## config.mk

```make
export PLATFORM = sky130hd
export DESIGN_NAME = dag_top
export DESIGN_NICKNAME = d
export VERILOG_FILES = /design/src/rtl/dag_pkg.sv /design/src/rtl/dag_arfile.sv /design/src/rtl/dag_postmod.sv /design/src/rtl/dag_top.sv
export SDC_FILE = /design/constraint.sdc
export NUM_CORES = 1
export LEC_CHECK = 0
export ABC_AREA = 0
export BUFFER_PORTS_ARGS = -buffer_cell sky130_fd_sc_hd__buf_4
export CORE_ASPECT_RATIO = 0.6
export CORE_MARGIN = 2
export CORE_UTILIZATION = 55
export DETAILED_ROUTE_END_ITERATION = 8
export GPL_ROUTABILITY_DRIVEN = 1
export PLACE_DENSITY = 0.86
export SLEW_MARGIN = 5
export SYNTH_ARGS = -nofsm -noshare
export SYNTH_HDL_FRONTEND = slang
export SYNTH_SLANG_ARGS = --single-unit
```

## constraint.sdc

```tcl
create_clock -name clk -period 7 [get_ports clk]
set_clock_uncertainty 0.15 [all_clocks]
set_input_delay 1.05 -clock clk [delete_from_list [all_inputs] [get_ports clk]]
set_output_delay 1.05 -clock clk [all_outputs]
set_load 0.05 [all_outputs]
```

## src/rtl/dag_pkg.sv

```systemverilog
package dag_pkg;

  typedef enum logic [2:0] {
    OP_IDLE  = 3'd0,
    OP_DIR   = 3'd1,
    OP_IND   = 3'd2,
    OP_PAGE  = 3'd3,
    OP_LDPTR = 3'd4
  } op_e;

  typedef enum logic [1:0] {
    PM_NONE = 2'd0,
    PM_INC  = 2'd1,
    PM_DEC  = 2'd2,
    PM_STEP = 2'd3
  } pm_e;

endpackage

```

## src/rtl/dag_arfile.sv

```systemverilog
module dag_arfile #(
  parameter int NUM   = 8,
  parameter int WIDTH = 16,
  parameter int SEL_W = (NUM > 1) ? $clog2(NUM) : 1
) (
  input  logic             clk,
  input  logic             rst,
  input  logic [SEL_W-1:0] rd_sel,
  output logic [WIDTH-1:0] rd_val,
  input  logic             we,
  input  logic [SEL_W-1:0] wr_sel,
  input  logic [WIDTH-1:0] wr_val
);

  logic [WIDTH-1:0] regs [NUM];

  always_ff @(posedge clk) begin
    if (rst) begin
      for (int i = 0; i < NUM; i++) regs[i] <= '0;
    end else if (we) begin
      regs[wr_sel] <= wr_val;
    end
  end

  assign rd_val = regs[rd_sel];

  // a write is visible at the read port in the next cycle
  p_write_seen_r11: assert property (@(posedge clk) disable iff (rst)
    we |=> (regs[$past(wr_sel)] == $past(wr_val)));

endmodule

```

## src/rtl/dag_postmod.sv

```systemverilog
module dag_postmod
  import dag_pkg::*;
#(
  parameter int WIDTH = 16
) (
  input  logic [WIDTH-1:0] cur,
  input  pm_e              mode,
  input  logic             circ,
  input  logic [WIDTH-1:0] lo,
  input  logic [WIDTH-1:0] hi,
  input  logic [WIDTH-1:0] step,
  output logic [WIDTH-1:0] nxt
);

  localparam int EW = WIDTH + 2;

  logic signed [EW-1:0] cur_x, lo_x, hi_x, step_x, sum_x;
  logic [WIDTH-1:0]     inc_v, dec_v, step_v;

  always_comb begin
    cur_x  = $signed({2'b00, cur});
    lo_x   = $signed({2'b00, lo});
    hi_x   = $signed({2'b00, hi});
    step_x = $signed({{2{step[WIDTH-1]}}, step});
    sum_x  = cur_x + step_x;

    // increment, with ring wrap when at or past the last entry
    if (circ && (cur >= hi)) inc_v = lo;
    else                     inc_v = cur + 1'b1;

    // decrement, with ring wrap when at or below the first entry
    if (circ && (cur <= lo)) dec_v = hi;
    else                     dec_v = cur - 1'b1;

    // signed stride, wrap direction follows the stride sign
    if (circ && !step[WIDTH-1] && (sum_x > hi_x))      step_v = lo;
    else if (circ && step[WIDTH-1] && (sum_x < lo_x))  step_v = hi;
    else                                               step_v = sum_x[WIDTH-1:0];

    unique case (mode)
      PM_INC:  nxt = inc_v;
      PM_DEC:  nxt = dec_v;
      PM_STEP: nxt = step_v;
      default: nxt = cur;
    endcase
  end

  // single steps in ring mode never leave a well-formed window
  always_comb begin
    if (circ && (lo <= hi) && (cur >= lo) && (cur <= hi) &&
        ((mode == PM_INC) || (mode == PM_DEC))) begin
      p_ring_bounds_r7: assert ((nxt >= lo) && (nxt <= hi));
    end
  end

endmodule

```

## src/rtl/dag_top.sv

```systemverilog
module dag_top
  import dag_pkg::*;
#(
  parameter int ADDR_W = 16,
  parameter int OFF_W  = 6,
  parameter int NUM_AR = 8,
  parameter int SEL_W  = (NUM_AR > 1) ? $clog2(NUM_AR) : 1
) (
  input  logic              clk,
  input  logic              rst,
  input  logic [2:0]        op_i,
  input  logic [SEL_W-1:0]  sel_i,
  input  logic [1:0]        mod_i,
  input  logic              circ_i,
  input  logic [OFF_W-1:0]  off_i,
  input  logic [ADDR_W-1:0] data_i,
  input  logic [ADDR_W-1:0] step_i,
  input  logic [ADDR_W-1:0] buf_lo_i,
  input  logic [ADDR_W-1:0] buf_hi_i,
  output logic [ADDR_W-1:0] ea_o,
  output logic              ea_vld_o,
  output logic              upd_vld_o,
  output logic [SEL_W-1:0]  upd_sel_o,
  output logic [ADDR_W-1:0] upd_val_o
);

  localparam int PAGE_W = ADDR_W - OFF_W;

  op_e               op;
  pm_e               pm;
  logic [PAGE_W-1:0] page_q;
  logic [ADDR_W-1:0] ptr_cur, ptr_nxt, wr_val;
  logic              is_dir, is_ind, is_page, is_ld, wr_en;

  always_comb begin
    op      = op_e'(op_i);
    pm      = pm_e'(mod_i);
    is_dir  = (op == OP_DIR);
    is_ind  = (op == OP_IND);
    is_page = (op == OP_PAGE);
    is_ld   = (op == OP_LDPTR);
    wr_en   = !rst && (is_ld || (is_ind && (pm != PM_NONE)));
    wr_val  = is_ld ? data_i : ptr_nxt;
  end

  dag_arfile #(
    .NUM   (NUM_AR),
    .WIDTH (ADDR_W),
    .SEL_W (SEL_W)
  ) u_regs (
    .clk    (clk),
    .rst    (rst),
    .rd_sel (sel_i),
    .rd_val (ptr_cur),
    .we     (wr_en),
    .wr_sel (sel_i),
    .wr_val (wr_val)
  );

  dag_postmod #(
    .WIDTH (ADDR_W)
  ) u_pmod (
    .cur  (ptr_cur),
    .mode (pm),
    .circ (circ_i),
    .lo   (buf_lo_i),
    .hi   (buf_hi_i),
    .step (step_i),
    .nxt  (ptr_nxt)
  );

  always_ff @(posedge clk) begin
    if (rst) begin
      page_q <= '0;
    end else if (is_page) begin
      page_q <= data_i[PAGE_W-1:0];
    end
  end

  always_ff @(posedge clk) begin
    if (rst) begin
      ea_o      <= '0;
      ea_vld_o  <= 1'b0;
      upd_vld_o <= 1'b0;
      upd_sel_o <= '0;
      upd_val_o <= '0;
    end else begin
      ea_vld_o  <= is_dir || is_ind;
      ea_o      <= is_dir ? {page_q, off_i} : (is_ind ? ptr_cur : '0);
      upd_vld_o <= wr_en;
      upd_sel_o <= wr_en ? sel_i  : '0;
      upd_val_o <= wr_en ? wr_val : '0;
    end
  end

  // idle and unused codes raise neither strobe
  p_idle_quiet_r10: assert property (@(posedge clk) disable iff (rst)
    ((op_i == 3'd0) || (op_i > 3'd4)) |=> (!ea_vld_o && !upd_vld_o));

  // direct address joins page register and offset
  p_direct_form_r2: assert property (@(posedge clk) disable iff (rst)
    (op_i == 3'd1) |=> (ea_vld_o && (ea_o == {$past(page_q), $past(off_i)})));

  // only a page load moves the page register
  p_page_hold_r3: assert property (@(posedge clk) disable iff (rst)
    (op_i != 3'd3) |=> $stable(page_q));

  // a pointer load is reported with its select and value
  p_load_report_r4: assert property (@(posedge clk) disable iff (rst)
    (op_i == 3'd4) |=> (upd_vld_o && (upd_sel_o == $past(sel_i)) &&
                        (upd_val_o == $past(data_i))));

  // indirect address is the register value before modification
  p_pre_mod_r5: assert property (@(posedge clk) disable iff (rst)
    (op_i == 3'd2) |=> (ea_vld_o && (ea_o == $past(ptr_cur))));

endmodule

```

==> summary.md <==
| Metric | Value |
|---|---|
| Maximum capacitance violations | `0` |
| Shortest clock period the worst path allows after layout | `6.79 ns` |
| Adder and majority cell fraction of the synthesized area | `8.56%` |
| CTS Buf Count | `17` |
| Grt ovf | `0` |
| Proportion of register bits with asynchronous set or reset after synthesis | `0%` |
| Chip Width | `196 µm` |
| Total power divided by cell area | `220 nW/µm²` |
| Number of optimization iterations in the first detailed-route pass | `6` |
| Nature of the critical path startpoint | `primary input` |
| Total power | `around 3200 µW` |
| Clock network fraction of design power | `29.6%` |
| Post-Synth XOR/XNOR Area | `1.72%` |
| Post-synth top cells | `sky130_fd_sc_hd__nor2_1, sky130_fd_sc_hd__edfxtp_1, sky130_fd_sc_hd__nand2_1` |
| Post_cts resized | `0` |
| Leakage | `around 0.0060 µW` |
| Number of clock sinks seen by CTS | `175` |
| Drt wl/cell | `26.7 µm` |
| Die Span Y | `119 µm` |
| H-Tree Level Count | `4` |
| Post-Syn Nets | `1381` |
| Number of flip-flops and latches in the synthesized netlist | `175` |
| Critical Path AT | `6.93 ns` |
| Fraction of the yosys area taken by sequential cells | `39.2%` |
| Synth top area share | `31.5%` |
| Via count | `about 12000` |
| Hold violation total from the final report | `0` |
| Fin nets | `approximately 1500` |
| Most area-consuming cells after synthesis | `sky130_fd_sc_hd__edfxtp_1, sky130_fd_sc_hd__ha_1, sky130_fd_sc_hd__dfxtp_1` |
| Compound-cell area share of the yosys netlist | `18.9%` |
| Detailed-placement wirelength estimate | `about 34000 µm` |
| Max-Slew Margin vs Limit | `14.8%` |
| Most repeated cell in the gate-level netlist after synthesis | `sky130_fd_sc_hd__nor2_1` |
| Hold Buf Count CTS | `0` |
| Clock insertion delay at the later pin of the skew report | `0.44 ns` |
| Num rows | `42` |
| Clock tree buffer depth | `2` |
| Multiplexer fraction of the synthesized cell area | `under 10%` |
| Fraction of layout instances using a drive strength above 1 | `22.8%` |
| Total wire length after detailed routing | `44900 µm` |
| Fmax | `~150 MHz` |
| Violation count after the first detailed-route iteration | `1964` |
| Cell type with the largest total area after synthesis | `sky130_fd_sc_hd__edfxtp_1` |
| Kind of path behind the tightest hold check | `reg -> reg` |
| Initial Utilization | `a little under three fifths` |
| Synthesized area | `12200 µm²` |
| Simple-gate area share of the yosys netlist | `18.3%` |
| Final worst hold slack | `between 0.3 and 0.4 ns` |
| Avg Inst Size Synth | `around 10 µm²` |
| Maximum ir drop on the vdd rail | `0.188 mV` |
| Library cell used as clock root buffer | `sky130_fd_sc_hd__clkbuf_16` |
| Vias in the first global route | `10762` |
| Antenna violation net count after detailed routing | `0` |
| Remaining design rule violation count | `0` |
| Yosys synthesis warning count | `0` |
| Switching Fraction | `35.6%` |
| Setup repair after global routing missed its margin | `false` |
| Type of element capturing the critical path | `register` |
| Number of ports placed on the die boundary | `around 120` |
| Internal cell power | `2050 µW` |
| Post-CTS Setup Bufs | `0` |
| Slew Viols, Final | `0` |
| Period Utilization, post-route | `96.9%` |
| Die area | `23500 µm²` |
| Input/output buffers | `between 100 and 150` |
| Setup violation total in the final timing report | `0` |
| Required time worst endpoint | `7.14 ns` |
| Cells after synthesis | `1217` |
| Maximum fanout along the worst path | `20` |
| Number of antenna violations at the first check in global routing | `0` |
| Net switching power of the design | `around 1100 µW` |
| Global-route usage over all layers | `38.4%` |
| Area growth from synthesis to final layout | `18.3%` |
| Dominant combinational cell family by area after synthesis | `compound AO/OA/AOI/OAI gates` |
| Top flip-flop cell by instance count after synthesis | `sky130_fd_sc_hd__edfxtp_1` |
| Core ar. | `21900 µm²` |
| Final weighted congestion of routability-driven global placement | `around 1.0` |
| TritonCTS clock tree | `done` |
| Count of cell types in the netlist | `96` |
| Via count normalized by instance count | `about 6.9` |
| First-pass GRT wire length | `65900 µm` |
| Share of total power in sequential cells | `36.9%` |
| Number of synthesized flops with an enable pin | `128` |
| Part of the power in combinational logic | `33.5%` |
| Worst setup path class | `in -> reg` |
| Slew at the pin with the worst max-slew slack | `1.28 ns` |
| # fillers | `1738` |
| Run status | `finished, final reports clean` |
| Setup TNS | `0 ns` |
| Pin count of the biggest net entering global routing | `38` |
| Clock transition time at the flip-flop clock pins of the worst setup and hold paths | `0.08 ns` |
per-layer routing:
| layer | GRT usage [%] | vias up | share of wire, % |
|---|---|---|---|
| met5 | 0 | - | 0 |
| met3 | 16.9 | 92 | 17 |
| met2 | 50.4 | 990 | 39 |
| met4 | 10.3 | 0 | 2.3 |
| met1 | 56.5 | 5523 | 42 |
| li1 | - | 4987 | - |
final cells by class:
class	instances	area, µm²	area share [%]
Antenna cell	1	2.50	0.0173
Multi-Input combinational cell	925	6920	47.9
Clock inverter	14	118	0.813
Clock buffer	18	450	3.12
Tap cell	286	358	2.47
Sequential cell	175	4780	33.1
Timing Repair Buffer	203	1610	11.1
Inverter	57	214	1.48
placed cells by master (no fill, tap or decap), types with 7 or more instances in the layout:
cell type / count
sky130_fd_sc_hd__a2111oi_0: 7
sky130_fd_sc_hd__a211o_1: 8
sky130_fd_sc_hd__a211oi_1: 18
sky130_fd_sc_hd__a21o_1: 13
sky130_fd_sc_hd__a21oi_1: 86
sky130_fd_sc_hd__a22oi_1: 18
sky130_fd_sc_hd__a31oi_1: 12
sky130_fd_sc_hd__and3_1: 11
sky130_fd_sc_hd__buf_12: 7
sky130_fd_sc_hd__buf_4: 196
sky130_fd_sc_hd__clkbuf_16: 18
sky130_fd_sc_hd__dfxtp_1: 47
sky130_fd_sc_hd__edfxtp_1: 128
sky130_fd_sc_hd__ha_1: 82
sky130_fd_sc_hd__inv_1: 52
sky130_fd_sc_hd__mux2i_1: 38
sky130_fd_sc_hd__mux4_2: 26
sky130_fd_sc_hd__nand2_1: 88
sky130_fd_sc_hd__nand2b_1: 22
sky130_fd_sc_hd__nand3_1: 26
sky130_fd_sc_hd__nand4_1: 16
sky130_fd_sc_hd__nor2_1: 135
sky130_fd_sc_hd__nor2b_1: 12
sky130_fd_sc_hd__nor3_1: 44
sky130_fd_sc_hd__nor3b_1: 8
sky130_fd_sc_hd__nor3b_2: 10
sky130_fd_sc_hd__o211ai_1: 16
sky130_fd_sc_hd__o21a_1: 11
sky130_fd_sc_hd__o21ai_0: 36
sky130_fd_sc_hd__xnor2_1: 14
sky130_fd_sc_hd__xor2_1: 10
path summary, 6_finish.rpt:
path         slack [ns]                            start  cells after the start                 endpoint
max                0.21                         sel_i[0]                     23  upd_val_o[7]$_SDFF_PN0_
min                0.36           page_q[6]$_SDFFE_PP0N_                      2   page_q[6]$_SDFFE_PP0N_
max reg2reg        0.77  u_regs.regs[3][0]$_SDFFCE_PN0P_                     22  upd_val_o[7]$_SDFF_PN0_
min reg2reg        0.36           page_q[6]$_SDFFE_PP0N_                      2   page_q[6]$_SDFFE_PP0N_
registers in the layout, summed over array words and instances (netlist names):
name and cells:
ea_o 16, ea_vld_o 1, page_q 10, u_regs.regs 128, upd_sel_o 3, upd_val_o 16
upd_vld_o 1
worst max-delay path: stages:
cell and delay [ns]:
sky130_fd_sc_hd__buf_4 0.21, sky130_fd_sc_hd__mux4_2 0.39, sky130_fd_sc_hd__nand2_1 0.08, sky130_fd_sc_hd__o21a_1 0.17
sky130_fd_sc_hd__inv_1 0.09, sky130_fd_sc_hd__ha_1 0.19, sky130_fd_sc_hd__inv_1 0.07, sky130_fd_sc_hd__fa_1 0.41
sky130_fd_sc_hd__nand2b_1 0.19, sky130_fd_sc_hd__a211oi_1 0.43, sky130_fd_sc_hd__o211a_1 0.41, sky130_fd_sc_hd__a2111oi_0 0.15
sky130_fd_sc_hd__a211oi_1 0.46, sky130_fd_sc_hd__ha_1 0.22, sky130_fd_sc_hd__nand2_1 0.10, sky130_fd_sc_hd__or4b_2 0.67
sky130_fd_sc_hd__a21oi_1 0.18, sky130_fd_sc_hd__buf_4 0.20, sky130_fd_sc_hd__or3_1 0.12, sky130_fd_sc_hd__buf_4 0.22
sky130_fd_sc_hd__a21oi_1 0.16, sky130_fd_sc_hd__o21ai_0 0.56, sky130_fd_sc_hd__a21oi_1 0.19
per-stage QoR:
stage | utilization [%] | area [µm²] | cells | setup slack (ns)
after floorplan | - | 12200 | 1217 | 0.292
after global placement | 63.4 | 13900 | 1646 | 0.192
after detailed placement | 63.4 | 13900 | 1646 | 0.0659
after CTS | 66.0 | 14500 | 1678 | 0.514
after global routing | 66.0 | 14500 | 1678 | 0.114
final | 66.0 | 14500 | 1679 | 0.215
power groups by stage:
stage	Clock [µW]	Combinational (µW)	Sequential [µW]
2_1_floorplan	0	601	1210
3_3_place_gp	0	1000	1190
3_5_place_dp	0	1010	1190
4_1_cts	934	1020	1170
5_1_grt	983	1130	1170
6_report	941	1070	1170
kinds of logic (layout without fill, tap and decap cells):
kind of cell,after synthesis,count (layout)
compound gates,315,315
mux,75,75
other cells,0,1
flops,175,175
fa+ha+maj,83,83
xor+xnor,24,24
buf+inv,117,292
simple gates,428,428
No activity file was read; power rests on OpenSTA's default activity.
